## config.mk

```make
export PLATFORM = sky130hd
export DESIGN_NAME = mdtx_top
export DESIGN_NICKNAME = d
export VERILOG_FILES = /design/src/rtl/mdtx_pkg.sv /design/src/rtl/mdtx_holding.sv /design/src/rtl/mdtx_bit_timer.sv /design/src/rtl/mdtx_shifter.sv /design/src/rtl/mdtx_top.sv
export SDC_FILE = /design/constraint.sdc
export NUM_CORES = 1
export LEC_CHECK = 0
export BUFFER_PORTS_ARGS = -buffer_cell sky130_fd_sc_hd__buf_2
export CAP_MARGIN = 5
export CORE_MARGIN = 8
export CORE_UTILIZATION = 40
export DETAILED_ROUTE_END_ITERATION = 12
export GPL_TIMING_DRIVEN = 0
export PLACE_DENSITY = 0.62
export SLEW_MARGIN = 10
export SYNTH_ARGS = -nofsm -noshare
export SYNTH_HDL_FRONTEND = slang
export SYNTH_SLANG_ARGS = --single-unit
```

## constraint.sdc

```tcl
create_clock -name clk -period 3.8 [get_ports clk]
set_input_delay 0.76 -clock clk [delete_from_list [all_inputs] [get_ports clk]]
set_output_delay 0.76 -clock clk [all_outputs]
set_load 0.02 [all_outputs]
```

## src/rtl/mdtx_pkg.sv

```systemverilog
// Package: shared constants, the latched character record, and the helper
// functions that turn one record into a line-order bit vector.
// Assumes the data length range 5..8 and a stop length of 1 or 2 bits.
package mdtx_pkg;

    localparam int DATA_W     = 8;
    localparam int MIN_LEN    = 5;
    localparam int LEN_CODE_W = 2;
    localparam int FMT_W      = 2;
    localparam int MAX_STOP   = 2;
    localparam int FRAME_W    = 1 + DATA_W + 1 + MAX_STOP;
    localparam int CNT_W      = $clog2(FRAME_W + 1);
    localparam logic [FMT_W-1:0] FMT_MULTIDROP = 2'b11;

    typedef struct packed {
        logic [DATA_W-1:0]     data;
        logic [LEN_CODE_W-1:0] len_code;
        logic                  stop2;
        logic                  multidrop;
        logic                  tag;
    } char_t;

    // Number of bit times in the frame for one latched character.
    function automatic logic [CNT_W-1:0] frame_bits(input char_t c);
        int n;
        n = 1 + MIN_LEN + int'(c.len_code) + (c.multidrop ? 1 : 0) + (c.stop2 ? 2 : 1);
        return CNT_W'(n);
    endfunction

    // Line-order frame, index 0 leaves first; unused upper bits are 1 (stop level).
    function automatic logic [FRAME_W-1:0] build_frame(input char_t c);
        logic [FRAME_W-1:0] f;
        int len;
        len = MIN_LEN + int'(c.len_code);
        f   = '1;
        f[0] = 1'b0;
        for (int i = 0; i < DATA_W; i++) begin
            if (i < len) f[1 + i] = c.data[i];
        end
        for (int j = 1; j < FRAME_W; j++) begin
            if (c.multidrop && (j == 1 + len)) f[j] = c.tag;
        end
        return f;
    endfunction

endpackage

```

## src/rtl/mdtx_holding.sv

```systemverilog
// Holding register: one-entry store for a written character plus the format
// settings sampled with it. Assumes the consumer raises take only when full.
module mdtx_holding
    import mdtx_pkg::*;
(
    input  logic                  clk,
    input  logic                  rst_n,
    input  logic                  wr_valid,
    input  logic [DATA_W-1:0]     wr_data,
    input  logic [LEN_CODE_W-1:0] cfg_len,
    input  logic                  cfg_stop2,
    input  logic [FMT_W-1:0]      cfg_fmt,
    input  logic                  cfg_tag,
    input  logic                  take,
    output logic                  full,
    output char_t                 held
);

    logic accept;

    // Accept a write only while empty.
    always_comb accept = wr_valid && !full;

    // Capture character and format on accept; empty on transfer.
    always_ff @(posedge clk) begin
        if (!rst_n) begin
            full <= 1'b0;
            held <= '0;
        end else if (accept) begin
            full           <= 1'b1;
            held.data      <= wr_data;
            held.len_code  <= cfg_len;
            held.stop2     <= cfg_stop2;
            held.multidrop <= (cfg_fmt == FMT_MULTIDROP);
            held.tag       <= cfg_tag;
        end else if (take) begin
            full <= 1'b0;
        end
    end


    held_keep_chk: assert property (@(posedge clk) disable iff (!rst_n)
        full && wr_valid |=> $stable(held));


    take_full_chk: assert property (@(posedge clk) disable iff (!rst_n)
        take |-> full);

endmodule

```

## src/rtl/mdtx_bit_timer.sv

```systemverilog
// Bit timer: counts baud enable pulses and flags the last pulse of each bit
// time. Assumes clear is raised when a frame starts or the block is disabled.
module mdtx_bit_timer #(
    parameter int TICKS_PER_BIT = 16
) (
    input  logic clk,
    input  logic rst_n,
    input  logic clear,
    input  logic run,
    input  logic baud_tick,
    output logic bit_done
);

    localparam int TW = (TICKS_PER_BIT > 1) ? $clog2(TICKS_PER_BIT) : 1;
    localparam logic [TW-1:0] LAST = TW'(TICKS_PER_BIT - 1);

    logic [TW-1:0] cnt;
    logic [TW-1:0] cnt_next;

    // Flag the final pulse of the current bit time.
    always_comb bit_done = run && baud_tick && (cnt == LAST);

    generate
        if ((1 << TW) == TICKS_PER_BIT) begin : g_pow2
            // Power-of-two count wraps naturally.
            always_comb cnt_next = cnt + 1'b1;
        end else begin : g_mod
            // Other counts wrap explicitly at the last value.
            always_comb cnt_next = (cnt == LAST) ? '0 : cnt + 1'b1;
        end
    endgenerate

    // Advance the count on each baud pulse while a frame runs.
    always_ff @(posedge clk) begin
        if (!rst_n) begin
            cnt <= '0;
        end else if (clear) begin
            cnt <= '0;
        end else if (run && baud_tick) begin
            cnt <= cnt_next;
        end
    end


    cnt_hold_chk: assert property (@(posedge clk) disable iff (!rst_n)
        !baud_tick && !clear |=> $stable(cnt));

endmodule

```

## src/rtl/mdtx_shifter.sv

```systemverilog
// Shifter: loads a queued character as a full line-order frame when idle and
// enabled, then steps one bit per completed bit time. Assumes bit_done comes
// from a timer cleared at each load.
module mdtx_shifter
    import mdtx_pkg::*;
(
    input  logic   clk,
    input  logic   rst_n,
    input  logic   enable,
    input  logic   hold_full,
    input  char_t  held,
    input  logic   bit_done,
    output logic   take,
    output logic   busy,
    output logic   line
);

    logic [FRAME_W-1:0] sr;
    logic [CNT_W-1:0]   left;

    // Start a frame when idle, enabled and a character waits.
    always_comb take = enable && !busy && hold_full;

    // Present the current bit, idle level otherwise.
    always_comb line = busy ? sr[0] : 1'b1;

    // Frame sequencing: load, shift per bit time, stop after the last bit.
    always_ff @(posedge clk) begin
        if (!rst_n) begin
            busy <= 1'b0;
            sr   <= '1;
            left <= '0;
        end else if (!enable) begin
            busy <= 1'b0;
            sr   <= '1;
            left <= '0;
        end else if (take) begin
            busy <= 1'b1;
            sr   <= build_frame(held);
            left <= frame_bits(held);
        end else if (busy && bit_done) begin
            sr   <= {1'b1, sr[FRAME_W-1:1]};
            left <= left - 1'b1;
            if (left == CNT_W'(1)) busy <= 1'b0;
        end
    end


    busy_left_chk: assert property (@(posedge clk) disable iff (!rst_n)
        busy |-> (left != '0));


    off_idle_chk: assert property (@(posedge clk) disable iff (!rst_n)
        !enable |=> !busy);


    shift_hold_chk: assert property (@(posedge clk) disable iff (!rst_n)
        busy && enable && !bit_done |=> busy && $stable(sr));

endmodule

```

## src/rtl/mdtx_top.sv

```systemverilog
// Top: multidrop-capable asynchronous transmitter. Connects the holding
// register, the bit timer and the shifter. Assumes baud_tick is a one-cycle
// pulse and that the configuration inputs are valid whenever wr_valid is high.
module mdtx_top
    import mdtx_pkg::*;
#(
    parameter int TICKS_PER_BIT = 16
) (
    input  logic       clk,
    input  logic       rst_n,
    input  logic       tx_en,
    input  logic       baud_tick,
    input  logic       wr_valid,
    input  logic [7:0] wr_data,
    input  logic [1:0] cfg_len,
    input  logic       cfg_stop2,
    input  logic [1:0] cfg_fmt,
    input  logic       cfg_tag,
    output logic       tx_ready,
    output logic       txd
);

    logic  hold_full;
    char_t held;
    logic  take;
    logic  busy;
    logic  line;
    logic  bit_done;
    logic  timer_clear;

    mdtx_holding u_hold (
        .clk       (clk),
        .rst_n     (rst_n),
        .wr_valid  (wr_valid),
        .wr_data   (wr_data),
        .cfg_len   (cfg_len),
        .cfg_stop2 (cfg_stop2),
        .cfg_fmt   (cfg_fmt),
        .cfg_tag   (cfg_tag),
        .take      (take),
        .full      (hold_full),
        .held      (held)
    );

    // Restart bit timing on each load and while disabled.
    always_comb timer_clear = take || !tx_en;

    mdtx_bit_timer #(.TICKS_PER_BIT(TICKS_PER_BIT)) u_timer (
        .clk       (clk),
        .rst_n     (rst_n),
        .clear     (timer_clear),
        .run       (busy),
        .baud_tick (baud_tick),
        .bit_done  (bit_done)
    );

    mdtx_shifter u_shift (
        .clk       (clk),
        .rst_n     (rst_n),
        .enable    (tx_en),
        .hold_full (hold_full),
        .held      (held),
        .bit_done  (bit_done),
        .take      (take),
        .busy      (busy),
        .line      (line)
    );

    // Ready whenever the holding register is empty.
    always_comb tx_ready = !hold_full;

    // Force the idle level at once when disabled.
    always_comb txd = line | ~tx_en;


    ready_at_start_chk: assert property (@(posedge clk) disable iff (!rst_n)
        $rose(busy) |-> tx_ready);


    start_low_chk: assert property (@(posedge clk) disable iff (!rst_n)
        $rose(busy) && tx_en |-> !txd);


    ready_drop_chk: assert property (@(posedge clk) disable iff (!rst_n)
        wr_valid && tx_ready |=> !tx_ready);


    idle_high_chk: assert property (@(posedge clk) disable iff (!rst_n)
        !busy |-> txd);

endmodule

```

==> impl_metrics.toml <==
[timing]
tightest_slew_ns = 0.510
fmax_ghz = 0.470
slew_viol_final = 0
setup_viol = 0
hold_viol = 0
fin_tns_setup_ns = 0
clock_skew_ns = 0.00758
min_period_ns = 2.13
period_share = 0.559
max_slew_margin = 0.660
rsz0062_at_grt = "no"

[cts]
clkTransAtPathRegs_ns = 0.07
clock_latency_ns = 0.28
clock-sinks = 35
clk_path_buf_depth = 2
cts_resized = 0
holdBufCountCts = 0
clock-root-buffer = "clkbuf_8"
numCtsBuffers = 5
htreeDepth = 2
cts_setup_buffers = 0
tritoncts = "built"

[synthesis]
ys_warn_count = 0
syn_inst = 208
synth-main-ff-cell = "dfxtp_1"
postSynth.asyncResetShare = 0
synth_area_um2 = 1780
synth_edf_count = 0
yosys.cell_types.count = 45
ys_seq_area_frac = 0.394
syn_avg_cell_area_um2 = 8.54
synth_nets = 235
yosys_register_bits = 35

[global_routing]
grt_max_degree = 11
grt_pass1_wl_um = 7200
grt-ovfl-total = 0
grt_use_total = 0.136
grt_pass1_vias = 1521
antenna_found_initial = 0

[setup_path]
reg2reg_depth = 7
ff2ff_setup_slack_ns = 1.79
critPathLaunchType = "flop"
required_ns = 3.04
path_class = "flop to output port"
worstPathArrival_ns = 1.37
endpoint_kind = "output port"
cp_max_fo = 10

[power_and_ir_drop]
finalPower_uw = 769
pwr-share-seq = 0.507
total_leakage_power_nw = 0.767
p_comb_frac = 0.112
worst_ir_drop_vdd_uv = 244
swShare = 0.246
clkPwrFrac = 0.381
p_per_area_nw_per_um2 = 377
p_int_uw = 580
switchingPower_uw = 189

[die]
dieWidth_um = 82.6
rows = 24
die_h_um = 82.6
dieArea_um2 = 6830
start_util = 0.411
core_area_um2 = 4320
io_pins = 21

[layout]
drive_above_1_share = 0.169
final_common_cell = "nand2_1"
layout_common_cells = "nand2_1, dfxtp_1, buf_2"
syn_to_final_growth_pct = 14.9
nets = 262
n_antenna_cell = 0

[route]
drc = 0
ant_nets = 0
vias = 1538
wl_per_cell_um = 14.2
drtPass1Iterations = 4
vias_per_cell = 5.34
drt_iter0_drc = 77
drt-total-wl_um = 4080

[status]
outcome = "finished, final reports clean"

[placed_design]
routabilityCongestion = 0.783
place_hpwl_um = 3100
portBuffers = 20

[hold_path]
min_path_type = "flop to flop"
worstHoldPathCells = 2

[flow_run]
maxCapViolations = 0
==> metrics by stage <==
step	hold slack [ns]	area (um^2)	setup slack, ns	cells	util
final	0.470	2040	1.67	288	0.472
after CTS	0.468	2040	1.67	288	0.472
after floorplan	0.439	1780	2.05	208	-
after global routing	0.496	2040	1.51	288	0.472
after detailed placement	0.459	1940	1.79	280	0.449
after global placement	0.453	1940	1.76	280	0.449
==> cell usage after synthesis (all sizes together) (2+ instances only) <==
| library cell | instances | area (um^2) |
|---|---|---|
| a31oi | 2 | 12.5 |
| nor3 | 14 | 70.1 |
| nand2b | 4 | 25.0 |
| nor3b | 2 | 15.0 |
| nor2 | 9 | 33.8 |
| mux2i | 6 | 60.1 |
| and3 | 3 | 20.0 |
| nand2 | 37 | 139 |
| a221oi | 2 | 23.8 |
| inv | 7 | 26.3 |
| nor4 | 11 | 68.8 |
| nor2b | 4 | 25.0 |
| dfxtp | 35 | 701 |
| and4 | 2 | 21.3 |
| and2 | 3 | 21.3 |
| a32oi | 3 | 26.3 |
| buf | 8 | 65.1 |
| a21boi | 13 | 97.6 |
| nand3 | 7 | 35.0 |
| a211oi | 3 | 22.5 |
| ha | 7 | 87.6 |
| o21ai | 5 | 25.0 |
| a21oi | 4 | 20.0 |
| clkbuf | 5 | 18.8 |
==> worst paths after layout <==
check,startpoint,endpoint
max,u_shift.busy$_SDFFE_PN0P_,txd
min,u_hold.held[8]$_SDFFE_PN0P_,u_hold.held[8]$_SDFFE_PN0P_
max reg2reg,u_hold.held[3]$_SDFFE_PN0P_,u_shift.sr[5]$_SDFFE_PN1P_
min reg2reg,u_hold.held[8]$_SDFFE_PN0P_,u_hold.held[8]$_SDFFE_PN0P_
==> registers in the layout, summed over array words and instances (netlist names) <==
signal,cells
u_hold.full,1
u_shift.sr,12
u_shift.busy,1
u_shift.left,4
u_timer.cnt,4
u_hold.held,13
==> power by group through the flow <==
stage | registers (mW) | logic (mW) | clock network [mW]
floorplan | 0.395 | 0.0567 | 0
global placement | 0.398 | 0.0855 | 0
detailed placement | 0.398 | 0.0858 | 0
CTS | 0.390 | 0.0868 | 0.303
global route | 0.392 | 0.0980 | 0.318
finish | 0.390 | 0.0860 | 0.293
==> cell type report <==
cell class / count / area [um^2]
plain buffers: 13 / 83.8
clock buffers: 8 / 100
fillers: 471 / 2280
inverters: 7 / 26.3
multi-input cells: 153 / 966
flip-flops and latches: 35 / 701
well taps: 52 / 65.1
repair buffers: 20 / 100
==> kinds of logic (layout without fill, tap and decap cells) <==
| group | count (synthesis) | count (layout) | share of synthesized area |
|---|---|---|---|
| and+or+nand+nor | 99 | 99 | 0.281 |
| AOI/OAI and AO/OA | 37 | 37 | 0.152 |
| DFF | 35 | 35 | 0.394 |
| buffers and inverters | 20 | 48 | 0.0620 |
| adders and majority gates | 8 | 8 | 0.0606 |
| muxes | 7 | 7 | 0.0401 |
| xor gates and xnor gates | 2 | 2 | 0.00986 |
==> metal layers <==
| layer | vias to the layer above | track usage | wire (um) | share of wire |
|---|---|---|---|---|
| met5 | - | 0 | 0 | 0 |
| met2 | 33 | 0.206 | 1800 | 0.44 |
| met4 | 0 | 0.0621 | 55 | 0.013 |
| met1 | 701 | 0.181 | 2060 | 0.50 |
| met3 | 5 | 0.0260 | 169 | 0.041 |
| li1 | 799 | - | - | - |
==> worst max-delay path, cell delays in order (launching register included) <==
cell and delay [ns]:
dfxtp_1 0.42, clkbuf_1 0.37, nand3b_1 0.11, buf_2 0.18
No activity file was read; power rests on OpenSTA's default activity.
